<file path="src/rtl/psg_pkg.sv">
package psg_pkg;

   localparam int unsigned BYTE_W = 8;
   localparam int unsigned FLD_W  = 4;
   localparam int unsigned CODE_W = 3;

   typedef enum logic [CODE_W-1:0] {
      DEF_NONE    = 3'b000,
      DEF_PAYLOAD = 3'b010,
      DEF_ONEBIT  = 3'b100,
      DEF_SERVER  = 3'b101,
      DEF_CONNECT = 3'b110
   } defect_code_e;

   typedef struct packed {
      logic [FLD_W-1:0]  err_fld;
      logic [CODE_W-1:0] def_fld;
      logic              spare;
   } status_t;

endpackage

</file>
<file path="src/rtl/psg_err_field.sv">
module psg_err_field #(
   parameter int unsigned CNT_W   = 4,
   parameter int unsigned FLD_W   = 4,
   parameter int unsigned CLAMP_V = 8
) (
   input  logic             clk,
   input  logic             rst_n,
   input  logic [CNT_W-1:0] perr_cnt,
   input  logic             rei_enable,
   input  logic             inj_hit,
   input  logic [FLD_W-1:0] inj_pattern,
   output logic [FLD_W-1:0] err_fld
);
   localparam logic [CNT_W-1:0] CLAMP_CNT = CNT_W'(CLAMP_V);
   localparam logic [FLD_W-1:0] CLAMP_FLD = FLD_W'(CLAMP_V);

   if (CLAMP_V >= (1 << FLD_W)) begin : g_bad_clamp
      $error("CLAMP_V does not fit in the error field");
   end
   if (CNT_W < 1) begin : g_bad_cnt
      $error("CNT_W must be at least 1");
   end

   logic [FLD_W-1:0] cnt_clamped;

   if (CLAMP_V >= (1 << CNT_W) - 1) begin : g_no_clamp
      always_comb cnt_clamped = FLD_W'(perr_cnt);
   end else begin : g_clamp
      always_comb begin
         if (perr_cnt > CLAMP_CNT) cnt_clamped = CLAMP_FLD;
         else                      cnt_clamped = FLD_W'(perr_cnt);
      end
   end

   always_comb begin
      if (inj_hit)          err_fld = inj_pattern;
      else if (rei_enable)  err_fld = cnt_clamped;
      else                  err_fld = '0;
   end

   // count path never exceeds the clamp limit
   p_clamp_r3: assert property (@(posedge clk) disable iff (!rst_n)
      (!inj_hit && rei_enable) |-> (err_fld <= CLAMP_FLD));
   // disabled field is zero when no inject applies
   p_field_off_r4: assert property (@(posedge clk) disable iff (!rst_n)
      (!inj_hit && !rei_enable) |-> (err_fld == '0));

endmodule

</file>
<file path="src/rtl/psg_defect_enc.sv">
module psg_defect_enc
   import psg_pkg::*;
#(
   parameter bit ENHANCED = 1'b1
) (
   input  logic              clk,
   input  logic              rst_n,
   input  logic              alm_server,
   input  logic              alm_connect,
   input  logic              alm_payload,
   input  logic              rdi_manual,
   input  logic [CODE_W-1:0] rdi_man_code,
   output logic [CODE_W-1:0] def_fld
);
   defect_code_e auto_code;

   if (ENHANCED) begin : g_enhanced
      always_comb begin
         if (alm_server)       auto_code = DEF_SERVER;
         else if (alm_connect) auto_code = DEF_CONNECT;
         else if (alm_payload) auto_code = DEF_PAYLOAD;
         else                  auto_code = DEF_NONE;
      end
      // server class wins over every other alarm
      p_server_first_r7: assert property (@(posedge clk) disable iff (!rst_n)
         (!rdi_manual && alm_server) |-> (def_fld == 3'b101));
      p_connect_second_r7: assert property (@(posedge clk) disable iff (!rst_n)
         (!rdi_manual && !alm_server && alm_connect) |-> (def_fld == 3'b110));
   end else begin : g_onebit
      always_comb begin
         if (alm_server || alm_connect || alm_payload) auto_code = DEF_ONEBIT;
         else                                          auto_code = DEF_NONE;
      end
   end

   always_comb def_fld = rdi_manual ? rdi_man_code : auto_code;

   p_manual_r8: assert property (@(posedge clk) disable iff (!rst_n)
      rdi_manual |-> (def_fld == rdi_man_code));

endmodule

</file>
<file path="src/rtl/psg_inject_ctl.sv">
module psg_inject_ctl (
   input  logic clk,
   input  logic rst_n,
   input  logic frame_stb,
   input  logic inj_req,
   output logic inj_hit
);
   logic pending_q;

   always_ff @(posedge clk or negedge rst_n) begin
      if (!rst_n)         pending_q <= 1'b0;
      else if (frame_stb) pending_q <= 1'b0;
      else if (inj_req)   pending_q <= 1'b1;
   end

   always_comb inj_hit = frame_stb && (pending_q || inj_req);

   // a strobe always consumes the request
   p_consume_r5: assert property (@(posedge clk) disable iff (!rst_n)
      frame_stb |=> !pending_q);
   // a request between strobes is remembered
   p_capture_r5: assert property (@(posedge clk) disable iff (!rst_n)
      (inj_req && !frame_stb) |=> pending_q);
   // a request on the strobe takes effect at once
   p_same_cycle_r6: assert property (@(posedge clk) disable iff (!rst_n)
      (inj_req && frame_stb) |-> inj_hit);

endmodule

</file>
<file path="src/rtl/psg_path_status_gen.sv">
module psg_path_status_gen
   import psg_pkg::*;
#(
   parameter int unsigned CNT_W        = 4,
   parameter int unsigned CLAMP_V      = 8,
   parameter bit          ENHANCED_DEF = 1'b1
) (
   input  logic              clk,
   input  logic              rst_n,
   input  logic              frame_stb,
   input  logic [CNT_W-1:0]  perr_cnt,
   input  logic              alm_server,
   input  logic              alm_connect,
   input  logic              alm_payload,
   input  logic              rei_enable,
   input  logic              rdi_manual,
   input  logic [CODE_W-1:0] rdi_man_code,
   input  logic [FLD_W-1:0]  inj_pattern,
   input  logic              inj_req,
   input  logic              bus_override,
   input  logic [BYTE_W-1:0] bus_byte,
   output logic [BYTE_W-1:0] status_byte
);
   if ($bits(status_t) != BYTE_W) begin : g_bad_layout
      $error("status layout must fill one byte");
   end

   logic              inj_hit;
   logic [FLD_W-1:0]  err_fld;
   logic [CODE_W-1:0] def_fld;
   status_t           built;
   logic [BYTE_W-1:0] next_byte;
   logic [BYTE_W-1:0] status_q;

   psg_inject_ctl u_inject (
      .clk       (clk),
      .rst_n     (rst_n),
      .frame_stb (frame_stb),
      .inj_req   (inj_req),
      .inj_hit   (inj_hit)
   );

   psg_err_field #(
      .CNT_W   (CNT_W),
      .FLD_W   (FLD_W),
      .CLAMP_V (CLAMP_V)
   ) u_err (
      .clk         (clk),
      .rst_n       (rst_n),
      .perr_cnt    (perr_cnt),
      .rei_enable  (rei_enable),
      .inj_hit     (inj_hit),
      .inj_pattern (inj_pattern),
      .err_fld     (err_fld)
   );

   psg_defect_enc #(
      .ENHANCED (ENHANCED_DEF)
   ) u_def (
      .clk          (clk),
      .rst_n        (rst_n),
      .alm_server   (alm_server),
      .alm_connect  (alm_connect),
      .alm_payload  (alm_payload),
      .rdi_manual   (rdi_manual),
      .rdi_man_code (rdi_man_code),
      .def_fld      (def_fld)
   );

   always_comb begin
      built.err_fld = err_fld;
      built.def_fld = def_fld;
      built.spare   = 1'b0;
      next_byte     = bus_override ? bus_byte : BYTE_W'(built);
   end

   always_ff @(posedge clk or negedge rst_n) begin
      if (!rst_n)         status_q <= '0;
      else if (frame_stb) status_q <= next_byte;
   end

   assign status_byte = status_q;

   p_hold_r2: assert property (@(posedge clk) disable iff (!rst_n)
      !frame_stb |=> $stable(status_byte));
   p_bus_wins_r10: assert property (@(posedge clk) disable iff (!rst_n)
      (frame_stb && bus_override) |=> (status_byte == $past(bus_byte)));
   p_spare_zero_r9: assert property (@(posedge clk) disable iff (!rst_n)
      (frame_stb && !bus_override) |=> (status_byte[0] == 1'b0));
   p_inject_out_r5: assert property (@(posedge clk) disable iff (!rst_n)
      (frame_stb && inj_req && !bus_override) |=> (status_byte[7:4] == $past(inj_pattern)));

endmodule

</file>
<file path="config.mk">
export PLATFORM = sky130hd
export DESIGN_NAME = psg_path_status_gen
export DESIGN_NICKNAME = d
export VERILOG_FILES = /design/src/rtl/psg_pkg.sv /design/src/rtl/psg_err_field.sv /design/src/rtl/psg_defect_enc.sv /design/src/rtl/psg_inject_ctl.sv /design/src/rtl/psg_path_status_gen.sv
export SDC_FILE = /design/constraint.sdc
export NUM_CORES = 1
export LEC_CHECK = 0
export BUFFER_PORTS_ARGS = -buffer_cell sky130_fd_sc_hd__buf_2
export CAP_MARGIN = 25
export CORE_MARGIN = 3
export CORE_UTILIZATION = 35
export CTS_CLUSTER_DIAMETER = 40
export DETAILED_ROUTE_END_ITERATION = 12
export PLACE_DENSITY = 0.81
export REMOVE_ABC_BUFFERS = 1
export SYNTH_ARGS = -nofsm -noshare
export SYNTH_HDL_FRONTEND = slang
export SYNTH_HIERARCHICAL = 1
export SYNTH_SLANG_ARGS = --single-unit
</file>
<file path="constraint.sdc">
create_clock -name clk -period 1.5 [get_ports clk]
set_clock_uncertainty 0.15 [all_clocks]
set_input_delay 0.075 -clock clk [delete_from_list [all_inputs] [get_ports clk]]
set_output_delay 0.075 -clock clk [all_outputs]
set_load 0.01 [all_outputs]
</file>
# [Yosys cells after proc, flatten, opt, wreduce, memory -nomap -nowiden]
# Cells that the tools add are included.
[totals] wordCells=16 ff_bits=9 output_inout_bits=8 inputBits=29
[classes] magnitude_cmp=1 muxes=10 n_reduce_logical=3
[op_table] op="$mux W4" count=3
[op_table] op="$mux W3" count=3
[op_table] op="$mux W8" count=1
[op_table] op="$gt A4 B4 Y1 const B" count=1
[op_table] op="$mux W1" count=2
[op_table] op="$mux W2" count=1
[op_table] op="$reduce_bool A2 Y1" count=1
[op_table] op="$logic_and A1 B1 Y1" count=1
[op_table] op="$logic_or A1 B1 Y1" count=1

# [Longest topological paths before layout]
# Gate-level depths: netlist of the first run.
[depth] ltp_word=5 mapped_depth=5 mapped_depth_nobuf=5

# [By module]
# The synthesis of the first run kept the hierarchy.
[modules_own_cells] module="psg_path_status_gen" cells_each=35 seq_area_each_um2=200.2 instances=1 area_each_um2=375.4
[modules_own_cells] module="psg_err_field" cells_each=12 seq_area_each_um2=0.0 instances=1 area_each_um2=61.3
[modules_own_cells] module="psg_defect_enc" cells_each=7 seq_area_each_um2=0.0 instances=1 area_each_um2=42.5
[modules_own_cells] module="psg_inject_ctl" cells_each=3 seq_area_each_um2=25.0 instances=1 area_each_um2=42.5

# [Least setup slack after synthesis of the first run]
# Ideal clock, no wire load.
[synth_timing] path_type="reg2reg" start="reg u_inject.pending_q" end="reg status_q[7], in the netlist status_byte[7]" synth_period_minus_slack_ns=1.187 setup_slack_ns=0.313 path_buffers=0 arrival_ns=0.960 setup_time_ns=0.077 required_time_ns=1.273 path_stages_with_launch=5 path_cell_list="dfrtp_1 -> o21a_1 -> o21ai_0 -> mux2i_1 -> a21oi_1"
[synth_via] elab_chain_cells=4
[synth_lines] element="from (decl)" line="psg_inject_ctl.sv:8" source="logic pending_q;"
[synth_lines] element="from (signal assigned)" line="psg_inject_ctl.sv:11" source="if (!rst_n) pending_q <= 1'b0;"
[synth_lines] element="from (signal assigned)" line="psg_inject_ctl.sv:12" source="else if (frame_stb) pending_q <= 1'b0;"
[synth_lines] element="from (signal assigned)" line="psg_inject_ctl.sv:13" source="else if (inj_req) pending_q <= 1'b1;"
[synth_lines] element="$logic_or A1 B1 Y1" line="psg_inject_ctl.sv:16" source="always_comb inj_hit = frame_stb && (pending_q || inj_req);"
[synth_lines] element="$logic_and A1 B1 Y1" line="psg_inject_ctl.sv:16"
[synth_lines] element="net inj_hit" line="psg_path_status_gen.sv:28" source="logic inj_hit;"
[synth_lines] element="$mux W4" line="psg_err_field.sv:36" source="if (inj_hit) err_fld = inj_pattern;"
[synth_lines] element="net err_fld[3]" line="psg_path_status_gen.sv:29" source="logic [FLD_W-1:0] err_fld;"
[synth_lines] element="$mux W8" line="psg_path_status_gen.sv:74" source="next_byte = bus_override ? bus_byte : BYTE_W'(built);"
[synth_lines] element="to (signal assigned)" line="psg_path_status_gen.sv:79" source="else if (frame_stb) status_q <= next_byte;"
[synth_lines] element="to (decl)" line="psg_path_status_gen.sv:33" source="logic [BYTE_W-1:0] status_q;"
# The timed path passes the listed nets, and every way through them passes these cells.
# A chain may end at the register's enable or synchronous reset.

# [Worst setup path in the final report of the first run]
[layout_timing] start="in inj_req" end="reg status_q[5], in the netlist status_byte[5]"
[layout_via] elab_chain_cells=4
[layout_lines] element="from (decl)" line="psg_path_status_gen.sv:19" source="input logic inj_req,"
[layout_lines] element="$logic_or A1 B1 Y1" line="psg_inject_ctl.sv:16"
[layout_lines] element="$logic_and A1 B1 Y1" line="psg_inject_ctl.sv:16"
[layout_lines] element="net inj_hit" line="psg_path_status_gen.sv:28"
[layout_lines] element="$mux W4" line="psg_err_field.sv:36"
[layout_lines] element="net err_fld[1]" line="psg_path_status_gen.sv:29"
[layout_lines] element="$mux W8" line="psg_path_status_gen.sv:74"
# The timed path passes the listed nets, and every way through them passes these cells.

==> summary.md, run 1 <==
| Metric | Value |
|---|---|
| GP Congestion | `0.709` |
| Wire length of the first global-routing pass | `about 2200 um` |
| Die Footprint | `approximately 2000 sq um` |
| Register area | `225 sq um` |
| Number of max-slew violations in the final report | `0` |
| Initial antenna violation count | `0` |
| Post-CTS Setup Bufs | `0` |
| Cell row count | `13` |
| Number of design rule violations left after detail routing | `0` |
| Pin count of the biggest net entering global routing | `18` |
| Total power density per cell area | `a little under 800 nW/um^2` |
| Clock tree from TritonCTS | `built` |
| Ports | `37` |
| Number of stages on the worst hold path | `3` |
| Via density | `4.74` |
| Transition time at the pin with the least slew margin | `255 ps` |
| Post-synthesis sequential element count | `9` |
| Top library cells by usage in the layout, fill and taps aside | `buf_2, dlygate4sd3_1, nor2_1, dfrtp_1` |
| Crit path max fanout | `8` |
| Unique masters post-synth | `16` |
| Overflow left after global routing | `0` |
| Area occupied by multi-input gates | `263 sq um` |
| Yosys synthesis warning count | `6` |
| Crit path DAT | `~1400 ps` |
| DP Cell Count | `approximately 110` |
| Layout-stage area growth over the synthesis result | `58.0%` |
| Outcome | `completed` |
| Synthesized area | `roughly 520 sq um` |
| Final setup violation count | `0` |
| Kind of critical path | `input port to register` |
| Layout cell share with drive strength beyond 1 | `about two fifths` |
| Setup Slack @ Placement | `194 ps` |
| Worst-path clk slew | `70 ps` |
| Number of standard cells in the layout, taps in and fillers out | `120` |
| RSZ-0062 raised after global routing | `no` |
| R2R cell count | `5` |
| Antenna violation net count after detailed routing | `0` |
| Peak supply drop | `between 0.0007 and 0.0008 V` |
| Max-Slew Margin vs Limit | `83.0%` |
| Part of the cycle the worst path needs | `93.8%` |
| Routed vias | `roughly 570` |
| Total CTS buffers | `3` |
| Final wirelength | `about 1500 um` |
| Count of final hold-check violations | `0` |
| Via count of the first global-routing pass | `just over 500` |
| Horizontal extent of the die | `roughly 45 um` |
| Cell-by-cell listing of the critical path | `dlygate4sd3_1 > buf_2 > o21a_1 > nand2_1 > o21ai_1 > mux2i_1 > a21oi_1` |
| Count of inserted antenna diode cells | `0` |
| Source of the critical timing path | `inj_req` |
| Total half-perimeter wirelength after legalization and detailed placement | `1050 um` |
| Total Nets Final | `between 100 and 150` |
| MaxCap Viol Count | `0` |
| First-pass DRT Iterations | `4` |
| Fin Setup TNS | `0 ps` |
| Kind of start point of the critical path | `input port` |
| Leakage component of the power | `approximately 0.43 nW` |
| Nature of the critical path endpoint | `register` |
| Max stage delay cell, worst path | `dlygate4sd3_1` |
| Peak per-stage delay on the critical path | `about 540 ps` |
| Clock tree buffer depth | `2` |
| Leading cell type in the layout, fill and taps excluded | `buf_2` |
| Post-layout minimum cycle time | `between 1000 and 1500 ps` |
| Destination of the worst register-to-register timing path | `status_byte[5]$_DFFE_PN0P_` |
| Clock latency of the later-clocked register in the worst-skew pair | `about 260 ps` |
| Die Y | `roughly 45 um` |
| Sequential element share of the synthesized area | `roughly 43%` |
| CP required | `approximately 1500 ps` |
| Wire length per cell after detailed routing | `approximately 12 um` |
| Setup WS post-layout | `roughly 93 ps` |
| Post-CTS sizing | `0` |
| Origin of the worst min-delay path | `bus_override` |
| Synthesized netlist cell count | `57` |
| Worst reg2reg setup slack | `160 ps` |
| GRT Overall Usage | `~15%` |
| Achievable clock frequency | `711 MHz` |
| Post-Syn Area per Cell | `slightly above 9 sq um` |
| Root Buffer Master | `clkbuf_4` |
| Critical register-to-register path startpoint | `u_inject/pending_q$_DFFE_PN0P_` |
| Starting utilization of the core area | `between 30% and 40%` |
| Quantity of I/O buffers inserted on ports | `36` |
| Total number of clock tree sinks | `9` |
| Fillers | `between 100 and 150` |
| Class of the worst hold path | `input port to register` |
| H-Tree Level Count | `1` |
| Initial drt markers | `8` |
| End of the worst hold path | `status_byte[0]$_DFFE_PN0P_` |
| Floorplan Core Area | `1350 sq um` |
cells in the mapped netlist:
master,number,area (sq um)
dfrtp_1,9,225
nor2_1,9,33.8
a21oi_1,7,35.0
mux2i_1,7,70.1
nand2_1,7,26.3
o21ai_1,4,20.0
nand3b_1,3,22.5
buf_6,2,22.5
o21ai_0,2,10.0
buf_4,1,7.51
inv_1,1,3.75
mux2_4,1,15.0
nand3_1,1,5.00
o21a_1,1,7.51
o21ba_1,1,10.0
o31ai_1,1,7.51
worst max-delay path, delay by kind of cell:
kind	cells	cell delay, ps
buffers and inverters	2	670
AO/OA/AOI/OAI	3	400
multiplexers	1	140
AND/OR/NAND/NOR	1	120
sequential cells by signal (all words and copies together), names as in the netlist:
name / cells
status_byte: 8
u_inject/pending_q: 1
worst max path at each step:
stage / depth (start not counted) / endpoint / slack (ps)
after floorplan: 4 / status_byte[7]$_DFFE_PN0P_ / 310
after global routing: 6 / status_byte[7]$_DFFE_PN0P_ / 10
after CTS: 7 / status_byte[5]$_DFFE_PN0P_ / 130
after detailed placement: 5 / status_byte[5]$_DFFE_PN0P_ / 190
final: 7 / status_byte[5]$_DFFE_PN0P_ / 90
after global placement: 5 / status_byte[5]$_DFFE_PN0P_ / 250
cell type report:
type	count	area share, %
Tap cell	15	2.28
Timing Repair Buffer	47	34.9
Clock buffer	4	3.19
Inverter	1	0.455
Sequential cell	9	27.3
Multi-Input combinational cell	44	31.9
what timing repair did:
action / in CTS / in global routing
setup endpoints to repair: 0 / 0
hold buffers: 10 / 0
hold endpoints to repair: 18 / 0
report_power, final:
group	switching [mW]	internal, mW	total, mW
clock	0.0876	0.102	0.190
sequential	0.0133	0.268	0.281
combinational	0.0806	0.0937	0.174
total	0.181	0.464	0.646
per-stage QoR:
stage | power (mW) | utilization (%) | cell area, sq um | hold slack [ps]
finish | 0.646 | 61.1 | 825 | 24.5
global route | 0.684 | 61.1 | 825 | 48.2
CTS | 0.655 | 61.1 | 825 | 22.0
detailed placement | 0.439 | 51.7 | 698 | -209
global placement | 0.435 | 51.7 | 698 | -216
floorplan | 0.351 | - | 492 | -371
cell families after synthesis:
group	count (synthesis)	synth area share, %
simple gates	20	16.8
compound gates	16	17.3
mux	8	16.3
flops	9	43.2
buf+inv	4	6.47
routing by layer:
layer,GRT usage (%),wire (um),up-vias
li1,-,-,296
met1,17.3,577,259
met2,27.5,855,14
met3,6.10,65,0
met4,1.81,0,0
met5,0,0,-
(Power assumes the default switching activity.)
==> run 2, diff against run 1 <==
- clock period: 1.5 -> 1.8 ns (I/O delays scaled with it)
==> run 2 against run 1 <==
Net effect: count of clock-buffer cells in the layout unchanged; largest power group unchanged; die area unchanged; sequential share of layout area increased by 0.25 points; routed wire length decreased by 1.0%; sequential cell count unchanged.
==> summary.md, run 2 (synthesis results as in run 1) <==
| Metric | Value |
|---|---|
| Outcome | `completed` |
| Clock tree buffer depth | `2 (unchanged)` |
| Worst reg2reg setup slack | `510 ps (+350 ps)` |
| Origin of the worst min-delay path | `bus_override` |
| Horizontal extent of the die | `44.6 um (unchanged)` |
| Clock latency of the later-clocked register in the worst-skew pair | `270 ps (about the same)` |
| Initial drt markers | `8 (unchanged)` |
| Root Buffer Master | `clkbuf_4` |
| CP required | `1790 ps (+290 ps)` |
| Class of the worst hold path | `input port to register` |
| Max-Slew Margin vs Limit | `80.2% (-2.7 points)` |
| Kind of start point of the critical path | `input port` |
| Critical register-to-register path startpoint | `u_inject/pending_q$_DFFE_PN0P_` |
| H-Tree Level Count | `1 (unchanged)` |
| Peak supply drop | `0.000467 V (-38%)` |
| Fin Setup TNS | `0 ps (unchanged)` |
| Number of design rule violations left after detail routing | `0 (unchanged)` |
| Layout cell share with drive strength beyond 1 | `38.5% (-0.59 points)` |
| Wire length of the first global-routing pass | `2290 um (+5.4%)` |
| DP Cell Count | `105 (-0.94%)` |
| Number of stages on the worst hold path | `3 (unchanged)` |
| Initial antenna violation count | `0 (unchanged)` |
| Wire length per cell after detailed routing | `12.5 um (-0.17%)` |
| Final setup violation count | `0 (unchanged)` |
| Total half-perimeter wirelength after legalization and detailed placement | `968 um (-8.2%)` |
| Via count of the first global-routing pass | `566 (+9.9%)` |
| Number of standard cells in the layout, taps in and fillers out | `119 (-0.83%)` |
| Final total power | `0.538 mW (-17%)` |
| GRT Overall Usage | `16.4% (+1.1 points)` |
| Total CTS buffers | `3 (unchanged)` |
| Quantity of I/O buffers inserted on ports | `36 (unchanged)` |
| Number of max-slew violations in the final report | `0 (unchanged)` |
| Fillers | `126 (+5.9%)` |
| Final wirelength | `1480 um (-1.0%)` |
| Cell row count | `13 (unchanged)` |
| RSZ-0062 raised after global routing | `no` |
| Total power density per cell area | `658 nW/um^2 (-16%)` |
| Antenna violation net count after detailed routing | `0 (unchanged)` |
| R2R cell count | `5 (unchanged)` |
| Setup WS post-layout | `417 ps (+324 ps)` |
| Achievable clock frequency | `between 700 and 800 MHz` |
| Destination of the worst register-to-register timing path | `status_byte[5]$_DFFE_PN0P_` |
| Crit path max fanout | `8 (unchanged)` |
| Via density | `4.78 (+0.84%)` |
| Count of final hold-check violations | `0 (unchanged)` |
| Die Footprint | `1990 sq um (unchanged)` |
| Die Y | `44.6 um (unchanged)` |
| MaxCap Viol Count | `0 (unchanged)` |
| Worst-path clk slew | `60 ps (about the same)` |
| End of the worst hold path | `status_byte[0]$_DFFE_PN0P_` |
| Pin count of the biggest net entering global routing | `19 (+1)` |
| Transition time at the pin with the least slew margin | `296 ps (+41.2 ps)` |
| Layout-stage area growth over the synthesis result | `56.6%` |
| Total Nets Final | `134 (-0.74%)` |
| Post-CTS sizing | `0 (unchanged)` |
| Setup Slack @ Placement | `502 ps (+307 ps)` |
| Register area | `225 sq um (unchanged)` |
| Kind of critical path | `input port to register` |
| Ports | `37 (unchanged)` |
| Nature of the critical path endpoint | `register` |
| Post-layout minimum cycle time | `between 1000 and 1500 ps` |
| First-pass DRT Iterations | `4 (unchanged)` |
| Part of the cycle the worst path needs | `76.8%` |
| Floorplan Core Area | `1350 sq um (unchanged)` |
| Leakage component of the power | `0.422 nW (-1.1%)` |
| Clock tree from TritonCTS | `built` |
| Starting utilization of the core area | `38.6% (unchanged)` |
| Leading cell type in the layout, fill and taps excluded | `buf_2` |
| Total number of clock tree sinks | `9 (unchanged)` |
| Area occupied by multi-input gates | `263 sq um (unchanged)` |
| Overflow left after global routing | `0 (unchanged)` |
| GP Congestion | `0.776 (+9.6%)` |
| Top library cells by usage in the layout, fill and taps aside | `buf_2, dlygate4sd3_1, nor2_1, dfrtp_1` |
| Number of flip-flops under the largest register name | `8 (unchanged)` |
| Routed vias | `569 (unchanged)` |
| Crit path DAT | `1380 ps (-30 ps)` |
| Count of inserted antenna diode cells | `0 (unchanged)` |
[run 2: changes by cell type in the layout (fill, tap and decap cells not counted)]
| cell | change |
|---|---|
| buf_4 | -1 |
[run 2: report_power, final]
group | total, mW | internal (mW) | switching, mW
combinational | 0.144 | 0.0766 | 0.0674
clock | 0.159 | 0.0856 | 0.0738
sequential | 0.234 | 0.224 | 0.0107
[run 2: worst max path at each step]
stage,cells after the start,from,slack [ps],end
2_1_floorplan,4,u_inject/pending_q$_DFFE_PN0P_,610,status_byte[7]$_DFFE_PN0P_
3_3_place_gp,5,u_inject/pending_q$_DFFE_PN0P_,550,status_byte[5]$_DFFE_PN0P_
3_5_place_dp,5,frame_stb,500,status_byte[7]$_DFFE_PN0P_
4_1_cts,6,inj_req,430,status_byte[7]$_DFFE_PN0P_
5_1_grt,6,inj_req,340,status_byte[7]$_DFFE_PN0P_
6_report,7,inj_req,420,status_byte[5]$_DFFE_PN0P_
[run 2: stage by stage]
step                cell area, sq um  hold slack, ps  util (%)
floorplan                        492            -356         -
global placement                 691            -200      51.2
detailed placement               691            -199      51.2
CTS                              817            27.0      60.5
global route                     817            43.7      60.5
finish                           817            32.8      60.5
[run 2: area by class of cell]
| cell class | count | area share, % |
|---|---|---|
| Multi-Input combinational cell | 44 | 32.2 |
| Timing Repair Buffer | 46 | 34.3 |
| Sequential cell | 9 | 27.6 |
| Tap cell | 15 | 2.30 |
| Clock buffer | 4 | 3.22 |
| Inverter | 1 | 0.459 |
[run 2: metal layers]
| layer | up-vias | GRT usage, % | wire length, um |
|---|---|---|---|
| met5 | - | 0 | 0 |
| met3 | 4 | 6.10 | 82 |
| met2 | 18 | 29.5 | 791 |
| met1 | 254 | 16.0 | 581 |
| li1 | 293 | - | - |
| met4 | 0 | 8.43 | 29 |
[run 2: what timing repair did]
item                                    CTS  global route
hold endpoints to repair                 18             0
hold buffers                             10             0
endpoints found under the setup margin    0             0
buffers inserted                          0             0
[run 2: critical path, stage by stage]
cell           delay, ps
dlygate4sd3_1        530
buf_2                130
o21a_1               250
nand2_1               90
o21ai_1               60
mux2i_1              150
a21oi_1               80
